$ cat src/rtl/osc_pwr_seq_pkg.sv
package osc_pwr_seq_pkg;
  typedef enum logic [3:0] {
    ST_INIT,
    ST_OFF,
    ST_PRE_WAIT,
    ST_STAB,
    ST_RESTORE,
    ST_REF_ON,
    ST_RUN,
    ST_DN_HOLD,
    ST_DN_OUT1Z,
    ST_DN_MCLK
  } seq_state_t;
endpackage

$ cat src/rtl/osc_pwr_seq_sync.sv
module osc_pwr_seq_sync #(
  parameter int   STAGES  = 2,
  parameter logic RST_VAL = 1'b0
) (
  input  logic clk,
  input  logic rst,
  input  logic d,
  output logic q
);
  logic [STAGES-1:0] sh;

  always_ff @(posedge clk) begin
    if (rst) sh <= {STAGES{RST_VAL}};
    else     sh <= {sh[STAGES-2:0], d};
  end

  assign q = sh[STAGES-1];
endmodule

$ cat src/rtl/osc_pwr_seq_cnt.sv
module osc_pwr_seq_cnt #(
  parameter int CW = 8
) (
  input  logic clk,
  input  logic rst,
  input  logic clr,
  input  logic tick,
  output logic done
);
  localparam logic [CW-1:0] LAST = {CW{1'b1}};
  logic [CW-1:0] cnt;

  always_ff @(posedge clk) begin
    if (rst || clr) cnt <= '0;
    else if (tick)  cnt <= cnt + 1'b1;
  end

  assign done = tick && (cnt == LAST);
endmodule

$ cat src/rtl/osc_pwr_seq_fsm.sv
module osc_pwr_seq_fsm
  import osc_pwr_seq_pkg::*;
#(
  parameter int M_W   = 3,
  parameter int N_W   = 10,
  parameter int M_MAX = 4,
  parameter int N_MAX = 513
) (
  input  logic           clk,
  input  logic           rst,
  input  logic           pd_req,
  input  logic           oe_s,
  input  logic           stab_done,
  input  logic           main_low,
  input  logic           ref_en,
  input  logic [M_W-1:0] prog_m,
  input  logic [N_W-1:0] prog_n,
  output logic           stab_run,
  output logic           div_hold,
  output logic           out1_oe,
  output logic           out0_oe,
  output logic           mclk_en,
  output logic           osc_en,
  output logic           force_max,
  output logic [M_W-1:0] m_eff,
  output logic [N_W-1:0] n_eff,
  output logic           nv_load
);
  localparam logic [M_W-1:0] M_TOP = M_W'(M_MAX);
  localparam logic [N_W-1:0] N_TOP = N_W'(N_MAX);

  seq_state_t st, nx;
  logic       from_por;
  logic       f_nx;

  // next-step selection
  always_comb begin
    nx = st;
    unique case (st)
      ST_INIT:     nx = pd_req ? ST_OFF : ST_PRE_WAIT;
      ST_OFF:      if (!pd_req) nx = ST_PRE_WAIT;
      ST_PRE_WAIT: if (pd_req) nx = ST_DN_MCLK; else if (oe_s) nx = ST_STAB;
      ST_STAB:     if (pd_req) nx = ST_DN_MCLK; else if (stab_done) nx = ST_RESTORE;
      ST_RESTORE:  nx = pd_req ? ST_DN_MCLK : ST_REF_ON;
      ST_REF_ON:   nx = pd_req ? ST_DN_MCLK : ST_RUN;
      ST_RUN:      if (pd_req) nx = ST_DN_HOLD;
      ST_DN_HOLD:  if (main_low) nx = ST_DN_OUT1Z;
      ST_DN_OUT1Z: nx = ST_DN_MCLK;
      ST_DN_MCLK:  nx = ST_OFF;
      default:     nx = ST_INIT;
    endcase
  end

  assign stab_run = (st == ST_STAB);
  assign f_nx = (nx == ST_INIT) || (nx == ST_OFF) ||
                (nx == ST_PRE_WAIT) || (nx == ST_STAB);

  // outputs registered from the next step so they move with the state
  always_ff @(posedge clk) begin
    if (rst) begin
      st        <= ST_INIT;
      from_por  <= 1'b1;
      div_hold  <= 1'b1;
      out1_oe   <= 1'b0;
      out0_oe   <= 1'b0;
      mclk_en   <= 1'b0;
      osc_en    <= 1'b0;
      force_max <= 1'b1;
      m_eff     <= M_TOP;
      n_eff     <= N_TOP;
      nv_load   <= 1'b0;
    end else begin
      st        <= nx;
      if (st == ST_RESTORE) from_por <= 1'b0;
      div_hold  <= !((nx == ST_RUN) && oe_s);
      out1_oe   <= (nx == ST_RUN) || (nx == ST_DN_HOLD);
      out0_oe   <= ref_en && ((nx == ST_REF_ON) || (nx == ST_RUN) ||
                              (nx == ST_DN_HOLD) || (nx == ST_DN_OUT1Z));
      mclk_en   <= !((nx == ST_INIT) || (nx == ST_OFF) || (nx == ST_DN_MCLK));
      osc_en    <= !((nx == ST_INIT) || (nx == ST_OFF));
      force_max <= f_nx;
      m_eff     <= f_nx ? M_TOP : prog_m;
      n_eff     <= f_nx ? N_TOP : prog_n;
      nv_load   <= (nx == ST_RESTORE) && (st != ST_RESTORE) && from_por;
    end
  end
endmodule

$ cat src/rtl/osc_pwr_seq.sv
module osc_pwr_seq #(
  parameter int M_W         = 3,
  parameter int N_W         = 10,
  parameter int M_MAX       = 4,
  parameter int N_MAX       = 513,
  parameter int STAB_W      = 8,
  parameter int SYNC_STAGES = 2
) (
  input  logic           clk,
  input  logic           rst,
  input  logic           pdn_n,
  input  logic           oe,
  input  logic           mclk_tick,
  input  logic           main_low,
  input  logic [M_W-1:0] prog_m,
  input  logic [N_W-1:0] prog_n,
  input  logic           ref_en,
  output logic           div_hold,
  output logic           out1_oe,
  output logic           out0_oe,
  output logic           mclk_en,
  output logic           osc_en,
  output logic           force_max,
  output logic [M_W-1:0] m_eff,
  output logic [N_W-1:0] n_eff,
  output logic           nv_load
);
  logic pdn_s, oe_s, stab_run, stab_done;

  osc_pwr_seq_sync #(.STAGES(SYNC_STAGES), .RST_VAL(1'b1)) u_pdn_sync (
    .clk(clk), .rst(rst), .d(pdn_n), .q(pdn_s)
  );

  osc_pwr_seq_sync #(.STAGES(SYNC_STAGES), .RST_VAL(1'b0)) u_oe_sync (
    .clk(clk), .rst(rst), .d(oe), .q(oe_s)
  );

  osc_pwr_seq_cnt #(.CW(STAB_W)) u_stab (
    .clk(clk), .rst(rst), .clr(!stab_run), .tick(mclk_tick), .done(stab_done)
  );

  osc_pwr_seq_fsm #(.M_W(M_W), .N_W(N_W), .M_MAX(M_MAX), .N_MAX(N_MAX)) u_fsm (
    .clk(clk), .rst(rst), .pd_req(!pdn_s), .oe_s(oe_s), .stab_done(stab_done),
    .main_low(main_low), .ref_en(ref_en), .prog_m(prog_m), .prog_n(prog_n),
    .stab_run(stab_run), .div_hold(div_hold), .out1_oe(out1_oe),
    .out0_oe(out0_oe), .mclk_en(mclk_en), .osc_en(osc_en),
    .force_max(force_max), .m_eff(m_eff), .n_eff(n_eff), .nv_load(nv_load)
  );
endmodule

$ cat config.mk
export PLATFORM = sky130hd
export DESIGN_NAME = osc_pwr_seq
export DESIGN_NICKNAME = d
export VERILOG_FILES = /design/src/rtl/osc_pwr_seq_pkg.sv /design/src/rtl/osc_pwr_seq_sync.sv /design/src/rtl/osc_pwr_seq_cnt.sv /design/src/rtl/osc_pwr_seq_fsm.sv /design/src/rtl/osc_pwr_seq.sv
export SDC_FILE = /design/constraint.sdc
export NUM_CORES = 1
export LEC_CHECK = 0
export BUFFER_PORTS_ARGS = -buffer_cell sky130_fd_sc_hd__buf_2
export CAP_MARGIN = 20
export CORE_ASPECT_RATIO = 0.6
export CORE_MARGIN = 2
export CORE_UTILIZATION = 34
export DETAILED_ROUTE_END_ITERATION = 10
export PLACE_DENSITY_LB_ADDON = 0.12
export SLEW_MARGIN = 25
export SYNTH_ARGS = -nofsm -noshare
export SYNTH_HDL_FRONTEND = slang
export SYNTH_SLANG_ARGS = --single-unit
$ cat constraint.sdc
create_clock -name clk -period 3 [get_ports clk]
set_input_delay 0.3 -clock clk [delete_from_list [all_inputs] [get_ports clk]]
set_output_delay 0.3 -clock clk [all_outputs]
set_load 0.1 [all_outputs]
==> results of run 1 <==
Yosys cell counts, types with 4 or more instances:
master    count  area share (%)
nand2b_1      5             2.2
nor2_1       11             2.9
xor2_1        6             3.7
and2_1       12             5.3
nand4_1       5             2.2
nor2b_1       4             1.8
dfxtp_1      37              52
inv_1         4             1.1
nand2_1       4             1.1
registers in the layout, indices dropped and copies added (netlist names):
signal,count
u_fsm.n_eff,10
u_stab.cnt,8
u_fsm.st,4
u_fsm.m_eff,3
u_oe_sync.sh,2
u_pdn_sync.sh,2
u_fsm.div_hold,1
u_fsm.force_max,1
u_fsm.from_por,1
u_fsm.mclk_en,1
u_fsm.nv_load,1
u_fsm.osc_en,1
u_fsm.out0_oe,1
u_fsm.out1_oe,1
worst max-delay path: cells and delay by family (launching register included):
kind	cells	cell delay, ps
AO/OA/AOI/OAI	1	420
adder cells (fa/ha/maj)	1	270
flip-flops	1	410
AND/OR/NAND/NOR	3	560
kinds of logic after synthesis:
logic type | Yosys count
AND/OR/NAND/NOR | 59
XOR/XNOR | 7
adder cells (fa/ha/maj) | 1
buffers and inverters | 11
AO/OA/AOI/OAI | 19
multiplexers | 2
flip-flops | 37
per-layer routing:
layer  part of all wire (%)  up-vias
met5                      0        -
met1                     53      466
met4                    1.4        0
met3                    8.1        5
li1                       -      542
met2                     38       38
cell usage in the layout, fill, tap and decap left out, types with 2 or more instances in the layout:
cell type  Yosys  final
and2_1        12     12
nand2_1        4      4
nor2_1        11     11
nand3_1        3      3
nor2b_1        4      4
a21oi_1        3      3
a21o_1         3      3
buf_2          2     39
nand4_1        5      5
inv_1          4      4
dfxtp_1       37     37
nand2b_1       5      5
and4_1         2      2
xor2_1         6      6
o21bai_1       2      2
or2_2          2      2
and3_1         2      2
o21ai_0        3      3
clkbuf_8       0      5
and3b_1        2      2
how the worst max path moves through the flow:
stage	endpoint	startpoint	depth (start not counted)	slack (ps)
after global placement	u_fsm.n_eff[7]	u_stab.cnt[0]	5	1310
final	u_fsm.n_eff[2]	u_stab.cnt[0]	5	1290
after detailed placement	u_fsm.n_eff[6]	u_stab.cnt[0]	5	1290
after floorplan	u_fsm.m_eff[0]	u_stab.cnt[0]	6	1510
after global routing	u_fsm.n_eff[5]	u_stab.cnt[0]	5	1160
after CTS	u_fsm.n_eff[2]	u_stab.cnt[0]	5	1270
cell type report:
class | instances | area (µm²)
multi-input combinational | 88 | 617
timing repair buffer | 39 | 195
sequential | 37 | 741
clock inverter | 2 | 38.8
clock buffer | 6 | 72.6
inverter | 4 | 15.0
fill | 394 | 2310
tap | 50 | 62.6
per-stage QoR:
step / cell area, µm² / total power, mW
CTS: 1740 / 1.05
detailed placement: 1630 / 0.617
global route: 1740 / 1.09
global placement: 1630 / 0.616
finish: 1740 / 1.03
floorplan: 1420 / 0.595
report_power, final:
part	switching [mW]	leakage, nW	internal [mW]
registers	0.0118	0.301	0.502
clock network	0.178	0.0554	0.249
logic	0.0631	0.399	0.0287
total	0.253	0.755	0.780
==> metrics, run 1 <==
outcome complete, no violations; GRT met2 Usage 16.8%; Slew @ Worst Pin 494 ps; Fin. Hold Viols 0; vias in the first global route 973; Final ANT Viol Nets 0; clk buf depth 2; placed insts 218; First DRT Iteration DRCs 57; Num CTS Buffers 5; Worst Hold Depth 2; core area 4050 µm²; CP arrival 1940 ps; Post-synth EDFFs 0; min setup slack post-route 1290 ps; row cnt 18; Hold-fix buffers, CTS 0; met3 Resource Use GR 7.67%; crit end category flop; syn nets 157; Worst-Skew Late Latency 290 ps; Tmin final 1710 ps; Cell variety after synth 41; Initial Utilization 34.9%; crit path max-delay cell type a31oi_4; DIE HEIGHT 54.0 µm; synthesized area 1420 µm²; CP Launch Type flop; Min-Delay Endpoint u_fsm.n_eff[9]; crit path max fanout 15; Avg Inst Size Synth 10.4 µm²; routed vias 1,051; Max-Slew Margin vs Limit 67.3%; main combinational cell family by area after synthesis simple AND/OR/NAND/NOR gates; post-synthesis async set-or-reset flop share 0%; r2r endpoint u_fsm.n_eff[2]; yosys warns 0; leakage power 0.755 nW; gr usage total 13.3%; CTS sink cnt 37; adder-cell share of the synthesized area 0.883%; max-slew violations 0; Die Wd 87.3 µm; initial antenna violation count 0; largest net degree at the start of global routing 16; DP HPWL 1940 µm; Post-Synthesis Cells 136; worst r2r src u_stab.cnt[0]; final instance count without filler cells 226; Synth Area in XOR/XNOR 4.33%; setup skew after layout 5.38 ps; RSZ-0062 raised after global routing no; worst reg-to-reg path cell count 5; fin crit share 57.0%; Critical Path RT 3230 ps; Die Area 4720 µm²; crit path kind flop to flop; WL/cell 12.0 µm; Top FF cell, synth dfxtp_1; GR peak layer met1; GP Congestion 0.828; slowest stage delay, CP 420 ps; post-synthesis mux area share 1.77%; worst hold path type primary input to flop; DRT Wirelength 2700 µm; Synth Register Bits 37; Root Buffer clkbuf_8; routing usage on met1 18.4%; Synth Area in Simple Gates 26.3%; Final Net Count 196; PwrDens 593 nW/µm²; post-CTS sizing 0; max-cap viol count 0; VDD IR-drop max 0.213 mV; layout cells sized above 1 30.7%; vias per cell 4.65; Post-route DRC 0; global-route wire length before repair 4570 µm; critical-path cell list ha_1 -> and4_1 -> nand4_2 -> a31oi_4 -> and2_1; Top Ports 40; Synth Area in Compound Gates 10.2%; hold wc startpoint prog_n[9]; setup TNS 0 ps; CTS clk-pin slew, worst paths 70 ps; Setup-failing EPs final 0; Place WS 1290 ps; FMAX 585 MHz; Layout Area Growth over Synthesis 23.0%; TritonCTS clock tree yes; sequential share of the synthesized area 52.3%; n_diodes 0; H-tree Lvls 2; Worst R2R Setup Slack 1290 ps; GR Overflow Total 0; router iterations before antenna repair 4; Post-CTS Repair Setup Buffers 0; I/O Buffers 39; final core occ 43.0%; Hold Slack 190 ps
Note: power is estimated with default switching activity, not from simulation.
==> inputs of run 2 (changes only) <==
- clock period: 3 -> 1.5 ns (I/O delays scaled with it)
==> metrics, run 2 (synthesis results as in run 1) <==
final instance count without filler cells 240 (+6.2%); Hold-fix buffers, CTS 0 (unchanged); Buf+Inv Stages, Crit Path 1 (+1); switching power 0.518 mW (+100%); GR Overflow Total 0 (unchanged); Hold Slack 37.4 ps (-152 ps); Int Power 1.41 mW (+81%); crit path max fanout 15 (unchanged); DP HPWL 2070 µm (+6.4%); commonest cells after routing, fill and taps aside 39 x buf_2, 30 x dfxtp_1, 13 x buf_4, 12 x and2_1, 11 x nor2_1; wire length on met2 1280 µm (+26%); PwrDens 1020 nW/µm² (+73%); crit path max-delay cell type dfxtp_2; leakage power 0.806 nW (+6.8%); crit path kind flop to flop; Die Area 4720 µm² (unchanged); Top Registers u_fsm.n_eff x10, u_stab.cnt x8, u_fsm.st x4; max-cap viol count 0 (unchanged); M1 wire length 1410 µm (-1.3%); Fin. Hold Viols 0 (unchanged); Critical Path RT 1730 ps (-1500 ps); Root Buffer clkbuf_8; Gate power share 11.1% (+2.2 points); gr usage total 12.9% (-0.41 points); Tmin final 1470 ps (-237 ps); crit end category flop; placed insts 230 (+5.5%); slowest stage delay, CP 370 ps (-50 ps); FMAX 679 MHz (+16%); router iterations before antenna repair 4 (unchanged); DRT Wirelength 3000 µm (+11%); Initial Utilization 34.9% (unchanged); VDD IR-drop max 0.434 mV (+100%); Layout Area Growth over Synthesis 32.8%; largest register by flop count u_fsm.n_eff; Setup-failing EPs final 0 (unchanged); Seq pwr share 53.1% (+3.4 points); H-tree Lvls 2 (unchanged); Num CTS Buffers 5 (unchanged); WL/cell 12.5 µm (+4.4%); Die Wd 87.3 µm (unchanged); TritonCTS clock tree yes; CP top delay family simple AND/OR/NAND/NOR gates; min setup slack post-route 27.8 ps (-1260 ps); clk buf depth 2 (unchanged); Slew @ Worst Pin 494 ps (+0.101 ps); First DRT Iteration DRCs 55 (-3.5%); final core occ 46.4% (+3.4 points); CP Launch Type flop; I/O Buffers 39 (unchanged); routed vias 1,127 (+7.2%); initial antenna violation count 0 (unchanged); max-slew violations 0 (unchanged); CTS sink cnt 37 (unchanged); CTS clk-pin slew, worst paths 80 ps (about the same); n_diodes 0 (unchanged); Reg area 752 µm² (+1.5%); setup skew after layout 3.87 ps (-1.51 ps); outcome complete, no violations; vias in the first global route 959 (-1.4%); vias per cell 4.70 (+0.98%); Final Net Count 210 (+7.1%); Max-Slew Margin vs Limit 67.3% (about the same); Final ANT Viol Nets 0 (unchanged); worst hold path type primary input to flop; Multi-input gate area 647 µm² (+4.9%); GP Congestion 0.849 (+2.5%); DR top layer met4; largest net degree at the start of global routing 16 (unchanged); sw frac 26.9% (+2.4 points); global-route wire length before repair 4440 µm (-3.0%); layout cells sized above 1 42.1% (+11 points); Fill cells 397 (+0.76%); CP arrival 1700 ps (-240 ps); critical-path cell list ha_4 -> and4_1 -> nand4_4 -> a31oi_4 -> buf_12 -> and2_1; Worst-Skew Late Latency 290 ps (about the same); DIE HEIGHT 54.0 µm (unchanged); core area 4050 µm² (unchanged); row cnt 18 (unchanged); WL met3 280 µm (+27%); clock power share 35.8% (-5.6 points); Place WS -61.7 ps (-1360 ps); Top Ports 40 (unchanged); max reg flops 10 (unchanged); fin crit share 98.1% (+41 points); most common cell after layout, fill and taps aside buf_2; Post-route DRC 0 (unchanged)
## run 2: changes by cell type in the layout (fill, tap and decap cells not counted), sizes merged
cell,change
clkinv,+2
bufinv,-1
buf,+14
clkbuf,-1
## run 2: per-layer routing
metal  GRT usage, %  vias up
met1           17.0      497
li1               -      574
met3           5.52        4
met2           18.2       52
met5              0        -
met4           6.15        0
## run 2: power by group through the flow
stage | Sequential [mW] | Combinational [mW] | Clock, mW
2_1_floorplan | 1.12 | 0.0721 | 0
3_3_place_gp | 1.05 | 0.202 | 0
3_5_place_dp | 1.04 | 0.204 | 0
4_1_cts | 1.02 | 0.208 | 0.718
5_1_grt | 1.03 | 0.227 | 0.754
6_report | 1.02 | 0.214 | 0.689
## run 2: area by class of cell
cell class | count | area share, %
flip-flops and latches | 37 | 40.0
repair buffers | 53 | 16.6
inverters | 4 | 0.798
clock inverters | 3 | 1.20
multi-input cells | 88 | 34.4
well taps | 50 | 3.33
clock buffers | 5 | 3.66
## run 2: through the flow
step | TNS, ps | instance area (µm²) | power, mW
after floorplan | 0 | 1420 | 1.19
after global placement | -62.3 | 1730 | 1.25
after detailed placement | -322 | 1730 | 1.25
after CTS | 0 | 1840 | 1.95
after global routing | -98.7 | 1880 | 2.01
final | 0 | 1880 | 1.93
## run 2: worst reg2reg max path: stages, from the launching register on
cell	delay [ps]
dfxtp_2	370
ha_4	160
and4_1	240
nand4_4	130
a31oi_4	240
buf_12	150
and2_1	130
## run 2: what timing repair did
action / in CTS / in global routing
gates resized for setup: 5 / 10
hold endpoints to repair: 0 / 0
setup endpoints to repair: 19 / 18
pin swaps: 1 / 5
setup buffers: 0 / 2
## run 2: final timing paths
check | depth (start not counted) | slack [ps] | start | to
worst max-delay path | 6 | 30 | u_stab.cnt[1] | u_fsm.n_eff[6]
worst min-delay path | 2 | 40 | prog_n[0] | u_fsm.n_eff[0]
worst max register to register | 6 | 30 | u_stab.cnt[1] | u_fsm.n_eff[6]
worst min register to register | 1 | 420 | u_pdn_sync.sh[0] | u_pdn_sync.sh[1]
